<file path="config.mk">
export PLATFORM = sky130hd
export DESIGN_NAME = sm_shift_mult
export DESIGN_NICKNAME = d
export VERILOG_FILES = /design/src/rtl/sm_mult_pkg.sv /design/src/rtl/sm_split.sv /design/src/rtl/sm_join.sv /design/src/rtl/sa_step.sv /design/src/rtl/sm_shift_mult.sv
export SDC_FILE = /design/constraint.sdc
export NUM_CORES = 1
export LEC_CHECK = 0
export BUFFER_PORTS_ARGS = -buffer_cell sky130_fd_sc_hd__buf_2
export CAP_MARGIN = 20
export CORE_ASPECT_RATIO = 0.5
export CORE_UTILIZATION = 50
export CTS_BUF_LIST = sky130_fd_sc_hd__clkbuf_8 sky130_fd_sc_hd__clkbuf_16
export DETAILED_ROUTE_END_ITERATION = 10
export GPL_TIMING_DRIVEN = 0
export MAX_ROUTING_LAYER = met4
export PLACE_DENSITY = 0.66
export SETUP_SLACK_MARGIN = 0.02
export SLEW_MARGIN = 20
export SYNTH_ARGS = -nofsm -noshare
export SYNTH_HDL_FRONTEND = slang
export SYNTH_HIERARCHICAL = 1
export SYNTH_SLANG_ARGS = --single-unit
</file>
<file path="constraint.sdc">
create_clock -name clk -period 8.25 [get_ports clk]
set_clock_uncertainty 0.2 [all_clocks]
set_input_delay 0.4125 -clock clk [delete_from_list [all_inputs] [get_ports clk]]
set_output_delay 0.4125 -clock clk [all_outputs]
set_load 0.005 [all_outputs]
</file>
<file path="src/rtl/sm_mult_pkg.sv">
package sm_mult_pkg;
  localparam int unsigned OP_W  = 16;
  localparam int unsigned PROD_W = 2 * OP_W;
endpackage

</file>
<file path="src/rtl/sm_split.sv">
// Two's complement to sign-magnitude by inversion only (no +1).
module sm_split #(
  parameter int unsigned W = 16
) (
  input  logic [W-1:0] tc_in,
  output logic         sign_out,
  output logic [W-1:0] mag_out
);
  always_comb begin
    sign_out = tc_in[W-1];
    mag_out  = tc_in[W-1] ? ~tc_in : tc_in;
  end
endmodule

</file>
<file path="src/rtl/sm_join.sv">
// Sign-magnitude to two's complement by inversion only (no +1).
module sm_join #(
  parameter int unsigned W = 32
) (
  input  logic         sign_in,
  input  logic [W-1:0] mag_in,
  output logic [W-1:0] tc_out
);
  always_comb tc_out = sign_in ? ~mag_in : mag_in;
endmodule

</file>
<file path="src/rtl/sa_step.sv">
// One conditional shift-add step of the unsigned magnitude product.
module sa_step #(
  parameter int unsigned W = 16,
  localparam int unsigned PW = 2 * W
) (
  input  logic [PW-1:0] acc_in,
  input  logic [PW-1:0] mcand_in,
  input  logic [W-1:0]  mplier_in,
  output logic [PW-1:0] acc_out,
  output logic [PW-1:0] mcand_out,
  output logic [W-1:0]  mplier_out,
  output logic          rest_zero
);
  always_comb begin
    acc_out    = mplier_in[0] ? acc_in + mcand_in : acc_in;
    mcand_out  = mcand_in << 1;
    mplier_out = mplier_in >> 1;
    rest_zero  = (mplier_out == '0);
  end
endmodule

</file>
<file path="src/rtl/sm_shift_mult.sv">
module sm_shift_mult
  import sm_mult_pkg::*;
#(
  parameter int unsigned W = OP_W,
  localparam int unsigned PW = 2 * W,
  localparam int unsigned CW = $clog2(W)
) (
  input  logic          clk,
  input  logic          rst_n,
  input  logic          start,
  input  logic          early_en,
  input  logic [W-1:0]  op_a,
  input  logic [W-1:0]  op_b,
  output logic          busy,
  output logic          done,
  output logic [PW-1:0] product
);
  localparam logic [CW-1:0] LAST_STEP = CW'(W - 1);

  logic          sign_a, sign_b;
  logic [W-1:0]  mag_a, mag_b;
  logic [PW-1:0] acc_q, mcand_q, acc_nx, mcand_nx, prod_tc;
  logic [W-1:0]  mplier_q, mplier_nx;
  logic [CW-1:0] cnt_q;
  logic          neg_q, early_q, rest_zero, last_step, accept;

  sm_split #(.W(W)) u_split_a (.tc_in(op_a), .sign_out(sign_a), .mag_out(mag_a));
  sm_split #(.W(W)) u_split_b (.tc_in(op_b), .sign_out(sign_b), .mag_out(mag_b));

  sa_step #(.W(W)) u_step (
    .acc_in(acc_q), .mcand_in(mcand_q), .mplier_in(mplier_q),
    .acc_out(acc_nx), .mcand_out(mcand_nx), .mplier_out(mplier_nx),
    .rest_zero(rest_zero)
  );

  sm_join #(.W(PW)) u_join (.sign_in(neg_q), .mag_in(acc_nx), .tc_out(prod_tc));

  assign accept    = start && !busy;
  assign last_step = (cnt_q == LAST_STEP) || (early_q && rest_zero);

  always_ff @(posedge clk or negedge rst_n) begin
    if (!rst_n) begin
      busy     <= 1'b0;
      done     <= 1'b0;
      product  <= '0;
      acc_q    <= '0;
      mcand_q  <= '0;
      mplier_q <= '0;
      cnt_q    <= '0;
      neg_q    <= 1'b0;
      early_q  <= 1'b0;
    end else begin
      done <= 1'b0;
      if (accept) begin
        busy     <= 1'b1;
        acc_q    <= '0;
        mcand_q  <= {{W{1'b0}}, mag_a};
        mplier_q <= mag_b;
        cnt_q    <= '0;
        neg_q    <= sign_a ^ sign_b;
        early_q  <= early_en;
      end else if (busy) begin
        acc_q    <= acc_nx;
        mcand_q  <= mcand_nx;
        mplier_q <= mplier_nx;
        cnt_q    <= cnt_q + 1'b1;
        if (last_step) begin
          busy    <= 1'b0;
          done    <= 1'b1;
          product <= prod_tc;
        end
      end
    end
  end


  accept_busy_chk: assert property (@(posedge clk) disable iff (!rst_n)
    (start && !busy) |=> busy);


  done_pulse_chk: assert property (@(posedge clk) disable iff (!rst_n)
    done |=> !done);


  done_idle_chk: assert property (@(posedge clk) disable iff (!rst_n)
    done |-> !busy);


  product_hold_chk: assert property (@(posedge clk) disable iff (!rst_n)
    !busy |=> $stable(product));


  fixed_len_chk: assert property (@(posedge clk) disable iff (!rst_n)
    (done && !early_q) |-> ($past(cnt_q) == LAST_STEP));


  early_stop_chk: assert property (@(posedge clk) disable iff (!rst_n)
    (done && early_q) |-> ($past(mplier_q[W-1:1]) == '0));
endmodule

</file>
==> results of run 1 <==
[per-stage QoR]
| step | power (uW) | util (%) |
|---|---|---|
| floorplan | 3250 | - |
| global placement | 3770 | 55.2 |
| detailed placement | 3830 | 55.4 |
| CTS | 4600 | 59.2 |
| global route | 4950 | 59.2 |
| finish | 4580 | 59.2 |
[synthesized netlist by cell type, types with 2 or more instances]
library cell    n  share of area (%)
a211o_1         5               0.55
a211oi_2        2               0.32
a21o_1         23                2.2
a21oi_1        33                2.1
a221o_1         2               0.25
a22o_1         51                5.6
a31oi_1         3               0.24
and2_1          2               0.16
and3_1          3               0.24
and4_1          2               0.22
buf_12          8                2.0
buf_2          10               0.63
buf_4          57                5.4
buf_6           3               0.43
clkbuf_1       21               0.99
conb_1          3               0.14
dfrtp_1       120                 38
ha_1           32                5.0
inv_1           4               0.19
mux2_2         31                4.4
mux2_4         28                5.3
mux2i_1        33                4.2
nand2_1        49                2.3
nand2_4         2               0.28
nand2b_1        2               0.16
nand3_1        14               0.88
nand4_1         7               0.55
nor2_1         12               0.57
nor3_1          3               0.19
nor4_1          3               0.24
o21ai_0        42                2.6
o21ai_1         2               0.13
xnor2_1        20                2.2
xor2_1         73                8.1
[sequential cells by signal, indices dropped and copies added, names as in the netlist]
register  cells
product      32
mplier_q     16
early_q       1
neg_q         1
cnt_q         4
acc_q        32
mcand_q      32
busy          1
done          1
[area by class of cell]
cell class / count / area, um^2 / area share, %
Multi-Input combinational cell: 510 / 4170 / 45.6
Sequential cell: 120 / 3000 / 32.8
Buffer: 100 / 754 / 8.25
Clock buffer: 17 / 425 / 4.65
Timing Repair Buffer: 68 / 374 / 4.09
Tap cell: 204 / 255 / 2.79
Clock inverter: 14 / 151 / 1.65
Inverter: 4 / 15.0 / 0.164
[cell families after synthesis]
kind of cell             share of synthesized area (%)
buffers and inverters                             9.69
multiplexers                                      13.9
AND/OR/NAND/NOR                                   6.56
flip-flops                                        37.8
other                                            0.142
adder cells (fa/ha/maj)                           5.29
XOR/XNOR                                          10.3
AO/OA/AOI/OAI                                     16.4
[where the power goes]
part / internal [uW] / switching [uW]
sequential: 892 / 242
combinational: 1390 / 1320
clock: 445 / 288
[routing by layer]
layer	up-vias	GRT usage (%)	routed length (um)
met4	0	5.34	91
li1	2751	-	-
met2	90	34.5	7560
met5	-	-	0
met3	6	3.69	524
met1	2755	32.4	9190
[path summary, 6_finish.rpt]
kind                            startpoint           to  slack, ns  cells past startpoint
worst max-delay path              acc_q[0]  product[24]       4.30                     12
worst min-delay path              early_en      early_q       0.04                      2
worst max register to register    acc_q[0]  product[24]       4.30                     12
worst min register to register  product[7]   product[7]       0.30                      1
max in group asynchronous            rst_n     cnt_q[3]       6.80                      3
min in group asynchronous            rst_n  product[25]       0.30                      2
[worst max-delay path, stage by stage (launching register included)]
cell and delay, ns:
dfrtp_1 0.39, ha_1 0.25, fa_1 0.44, a21o_1 0.22, a221oi_2 0.42, o31ai_4 0.16
a211oi_2 0.37, o41a_1 0.29, o21ai_1 0.19, xor2_1 0.19, mux2_2 0.31, xor2_1 0.14
mux2_4 0.25
[repair_timing]
item	CTS	global route
hold buffers	1	0
endpoints found under the setup margin	0	0
endpoints found under the hold margin	44	0
==> key figures, run 1 <==
Status
  • Status: complete, no violations

Drt
  • DR iter-0 viols: around 270
  • Drt via density: 5.40
  • DR vias: roughly 5600
  • Antenna violation net count after detailed routing: 0
  • Final WL: ~17000 um
  • Remaining DRCs: 0
  • First-pass DRT Iterations: 5
  • Wirelength per Cell: roughly 17 um

Global routing
  • Pin count of the biggest net entering global routing: 77
  • First-pass GRT wire length: around 29000 um
  • GRT overflow: 0
  • Vias in the first global route: between 5000 and 6000
  • GRT Total Usage: 22.9%
  • Initial antenna violation count: 0

Synthesis
  • Ys Warns: 6
  • Netlist Area Pre-Place: about 0.0079 mm^2
  • Syn Area/Cell: between 10 and 15 um^2
  • Synth Instances: approximately 730
  • Number of synthesized flops with an enable pin: 0
  • Sequential fraction of the synthesis area: between 30% and 40%
  • Primary FF master, synth: dfrtp_1
  • Post-synth cell types: 62
  • Post-synthesis register bit count: between 100 and 150
  • Post-synth ARST share: 100%

Worst setup path
  • Startpoint types: register
  • Arrival @ worst endpoint: between 4 and 5 ns
  • Critical path type: reg -> reg
  • Crit end category: register
  • CP required: approximately 8.3 ns
  • Worst Path Max Fanout: 4

Timing
  • Fin Setup TNS: 0 ns
  • Setup violators final: 0
  • Slew Limit Fails: 0
  • Worst-Margin Slew: roughly 0.68 ns
  • Hold Slack: roughly 0.036 ns
  • Final min period: roughly 3.9 ns
  • RSZ-0062 raised after global routing: no
  • Fmax: roughly 250 MHz
  • Fin. Hold Viols: 0
  • Final WS setup: 4.30 ns
  • Relative slew slack: 54.4%
  • Period utilisation layout: ~48%

Floorplanning
  • I/O pin count: 70
  • Die X: 180 um
  • Initial Util: between 50% and 60%
  • CORE AREA: around 0.015 mm^2
  • Number of cell rows: 32
  • Die area: 0.0164 mm^2
  • DIE HEIGHT: between 90 and 100 um

Final layout
  • Area Growth Syn to Fin: 15.2%
  • Post-layout nets: 890
  • Most frequent cells in the layout: 120 x dfrtp_1, 75 x buf_2, 73 x xor2_1, 57 x buf_4, 51 x a22o_1
  • Fraction of layout cells with a size suffix above 1: between 20% and 30%
  • Final instance area: just over 0.009 mm^2
  • Final std cells w/o fill: ~1000
  • Commonest non-fill, non-tap cell in the layout: dfrtp_1
  • Fillers: between 1000 and 1500
  • Diodes inserted: 0

Clock tree
  • Clock buffer depth: 2
  • Cts repair resizes: 0
  • CTS tree: built
  • Latest clock arrival within the worst-skew pair: a little over 0.4 ns
  • Num CTS Buffers: 17
  • H-tree Lvls: 4
  • Clock sink count: 120
  • Setup Fix Bufs, Post-CTS: 0
  • Clock transition at path regs: around 0.060 ns
  • Clk root buf: clkbuf_16

Placed design
  • Placed Area: approximately 0.0086 mm^2
  • Inst Count DP: ~1000
  • GP Congestion: 0.882
  • Number of buffers added on ports: 66
  • Dpl ws: 4.39 ns
  • HPWL after detailed placement: around 12000 um

Job
  • Maxcap violations: 0

Power
  • Pwr Density: 501 mW/mm^2
  • Lkg Pwr: 0.00454 uW
  • Max VDD drop: ~0.00023 V

Hold path
  • Tightest Hold Check Type: in -> reg
No activity file was read; power rests on OpenSTA's default activity.
==> run 2, diff against run 1 <==
--- a/config.mk
+++ b/config.mk
@@ -5,6 +5,7 @@
 export SDC_FILE = /design/constraint.sdc
 export NUM_CORES = 1
 export LEC_CHECK = 0
+export ABC_AREA = 1
 export BUFFER_PORTS_ARGS = -buffer_cell sky130_fd_sc_hd__buf_2
 export CAP_MARGIN = 20
 export CORE_ASPECT_RATIO = 0.5
@@ -13,7 +14,7 @@
 export DETAILED_ROUTE_END_ITERATION = 10
 export GPL_TIMING_DRIVEN = 0
 export MAX_ROUTING_LAYER = met4
-export PLACE_DENSITY = 0.66
+export PLACE_DENSITY = 0.68
 export SETUP_SLACK_MARGIN = 0.02
 export SLEW_MARGIN = 20
 export SYNTH_ARGS = -nofsm -noshare
==> constraint.sdc (replaced) <==
create_clock -name clk -period 3.4 [get_ports clk]
set_clock_uncertainty 0.2 [all_clocks]
set_input_delay 0.17 -clock clk [delete_from_list [all_inputs] [get_ports clk]]
set_output_delay 0.17 -clock clk [all_outputs]
set_load 0.005 [all_outputs]
==> key figures, run 2 <==
Floorplanning
  • Number of cell rows: 34
  • CORE AREA: about 0.018 mm^2
  • DIE HEIGHT: ~98 um
  • Initial Util: 52.0%
  • Die area: ~0.019 mm^2
  • Die X: a little under 200 um
  • I/O pin count: 70

Power
  • Lkg Pwr: ~0.0063 uW
  • Power Total: around 11000 uW
  • Switch Pwr: approximately 5000 uW
  • Max VDD drop: ~0.0004 V
  • Internal power: a little under 6000 uW
  • Net Sw Frac: a little under half
  • Clock power frac: between 10% and 20%
  • Combinational power share: roughly three fifths
  • Sequential power share: 24.3%
  • Pwr Density: ~1000 mW/mm^2

Global routing
  • First-pass GRT wire length: 42800 um
  • GRT Total Usage: between 20% and 30%
  • Pin count of the biggest net entering global routing: 65
  • Initial antenna violation count: 1
  • Vias in the first global route: 8435
  • GRT overflow: 0

Synthesis
  • Synth Instances: roughly 1400
  • Sequential fraction of the synthesis area: between 30% and 40%
  • Cell taking the most area after synthesis: dfrtp_1
  • Syn Area/Cell: about 6.7 um^2
  • Netlist Area Pre-Place: about 0.0092 mm^2
  • Post-synth ARST share: 100%
  • Post-synth cell types: 39
  • Ys Warns: 6
  • Most frequent cell after synthesis: nand2_1
  • Number of synthesized flops with an enable pin: 0
  • Primary FF master, synth: dfrtp_1
  • Share of the synthesized area in the top cell type: about a third
  • Post-synthesis register bit count: between 100 and 150
  • Synth area leaders: dfrtp_1 33%, nand2_1 24%, nand3_1 7.6%
  • Post-synth top cells: 575 x nand2_1, 176 x inv_1, 140 x nand3_1, 120 x dfrtp_1, 62 x buf_4

Worst setup path
  • Worst Path Max Fanout: 5
  • Crit-path max cell delay: ~0.47 ns
  • Crit path buf inv count: 1
  • Crit end category: register
  • Slowest-stage cell, CP: fa_1
  • Critical path type: reg -> reg
  • Critical Path, Cell by Cell: ha_1 -> fa_1 -> nand3_1 -> nand3_1 -> a21oi_2 -> xor2_1 -> o21ai_0 -> inv_1 -> nand2_1 -> nand2_1 -> nand3_1 -> nand2_1
  • Top delay family on crit path: adder cells
  • Arrival @ worst endpoint: 3.16 ns
  • CP required: around 3.5 ns
  • Startpoint types: register

Final layout
  • Largest registers: acc_q x32, mcand_q x32, product x32
  • Most frequent cells in the layout: 575 x nand2_1, 177 x inv_1, 140 x nand3_1, 120 x dfrtp_1, 84 x buf_2
  • Reg area: roughly 0.003 mm^2
  • Fillers: roughly 1700
  • Area Growth Syn to Fin: 19.1%
  • Multi-input logic area: 0.00467 mm^2
  • Post-layout nets: about 1600
  • Commonest non-fill, non-tap cell in the layout: nand2_1
  • Fraction of layout cells with a size suffix above 1: approximately 17%

Drt
  • DR iter-0 viols: ~700
  • Drt via density: about 5.1
  • Wirelength per Cell: 14.8 um
  • Antenna violation net count after detailed routing: 0
  • First-pass DRT Iterations: 5
  • Remaining DRCs: 0
  • DR vias: 8896
  • Final WL: ~26000 um

Timing
  • Relative slew slack: 54.2%
  • Worst-Margin Slew: between 0.6 and 0.7 ns
  • Final min period: about 3.0 ns
  • Fin Setup TNS: 0 ns
  • Fmax: 329 MHz
  • Period utilisation layout: roughly nine tenths
  • Setup violators final: 0
  • RSZ-0062 raised after global routing: no
  • Slew Limit Fails: 0
  • Fin. Hold Viols: 0

Clock tree
  • Num CTS Buffers: 17
  • Clock sink count: between 100 and 150
  • Latest clock arrival within the worst-skew pair: between 0.4 and 0.5 ns
  • Setup Fix Bufs, Post-CTS: 0
  • Clock buffer depth: 2
  • H-tree Lvls: 4
  • Clock transition at path regs: 0.06 ns
  • CTS tree: built
  • Clk root buf: clkbuf_16

Placed design
  • GP Congestion: roughly 0.97
  • HPWL after detailed placement: between 15000 and 20000 um
  • Number of buffers added on ports: 67

Hold path
  • Tightest Hold Check Type: in -> async

Job
  • Maxcap violations: 0

Status
  • Status: complete, no violations
## run 2: repair_timing
item,4_1_cts,5_1_grt
resized for setup,0,0
hold buffers,47,0
hold endpoints to repair,120,0
## run 2: cells by family (layout without fill, tap and decap cells)
group,after synthesis,count (layout),share of synthesized area (%)
AND/OR/NAND/NOR,816,816,37.3
buffers and inverters,290,437,16.5
adder cells (fa/ha/maj),33,33,4.58
AO/OA/AOI/OAI,93,93,7.34
other,3,5,0.123
XOR/XNOR,15,15,1.43
flip-flops,120,120,32.7
## run 2: power by group through the flow
stage          sequential (uW)  combinational [uW]  clock, uW
2_1_floorplan             2500                4780          0
3_3_place_gp              2640                6080          0
3_5_place_dp              2660                6230          0
4_1_cts                   2650                6340       1920
5_1_grt                   2740                7160       1990
6_report                  2660                6390       1890
## run 2: layout make-up
type	instances	area share [%]
multi-input cells	961	42.7
flip-flops and latches	120	27.5
inverters	185	6.56
repair buffers	115	7.68
diodes	1	0.0229
clock inverters	14	1.58
clock buffers	18	4.02
well taps	234	2.68
plain buffers	105	7.26
## run 2: stage by stage
step	setup slack, ns	hold slack (ns)	std cells	util (%)	cell area [um^2]
2_1_floorplan	0.998	-0.326	1371	-	9180
3_3_place_gp	0.387	0.193	1672	55.6	9810
3_5_place_dp	0.443	-0.0280	1673	55.7	9840
4_1_cts	0.429	0.0548	1752	61.9	10900
5_1_grt	0.193	0.118	1752	61.9	10900
6_report	0.363	0.0694	1753	61.9	10900
## run 2: routing by layer
layer	share of wire (%)	GRT usage [%]	wire length (um)
met3	6.5	4.53	1690
met2	43	45.0	11100
met5	0	-	0
met1	50	42.2	12900
met4	1.1	7.57	285
## run 2: path summary, 6_finish.rpt
| path | start | end | slack, ns | cells past startpoint |
|---|---|---|---|---|
| max | mcand_q[0] | product[8] | 0.36 | 12 |
| min | rst_n | mcand_q[8] | 0.07 | 2 |
| max in group asynchronous | rst_n | product[31] | 2.19 | 3 |
| max reg2reg | mcand_q[0] | product[8] | 0.36 | 12 |
| min in group clk | op_b[15] | mplier_q[8] | 0.07 | 6 |
| min reg2reg | mplier_q[0] | mplier_q[0] | 0.29 | 2 |
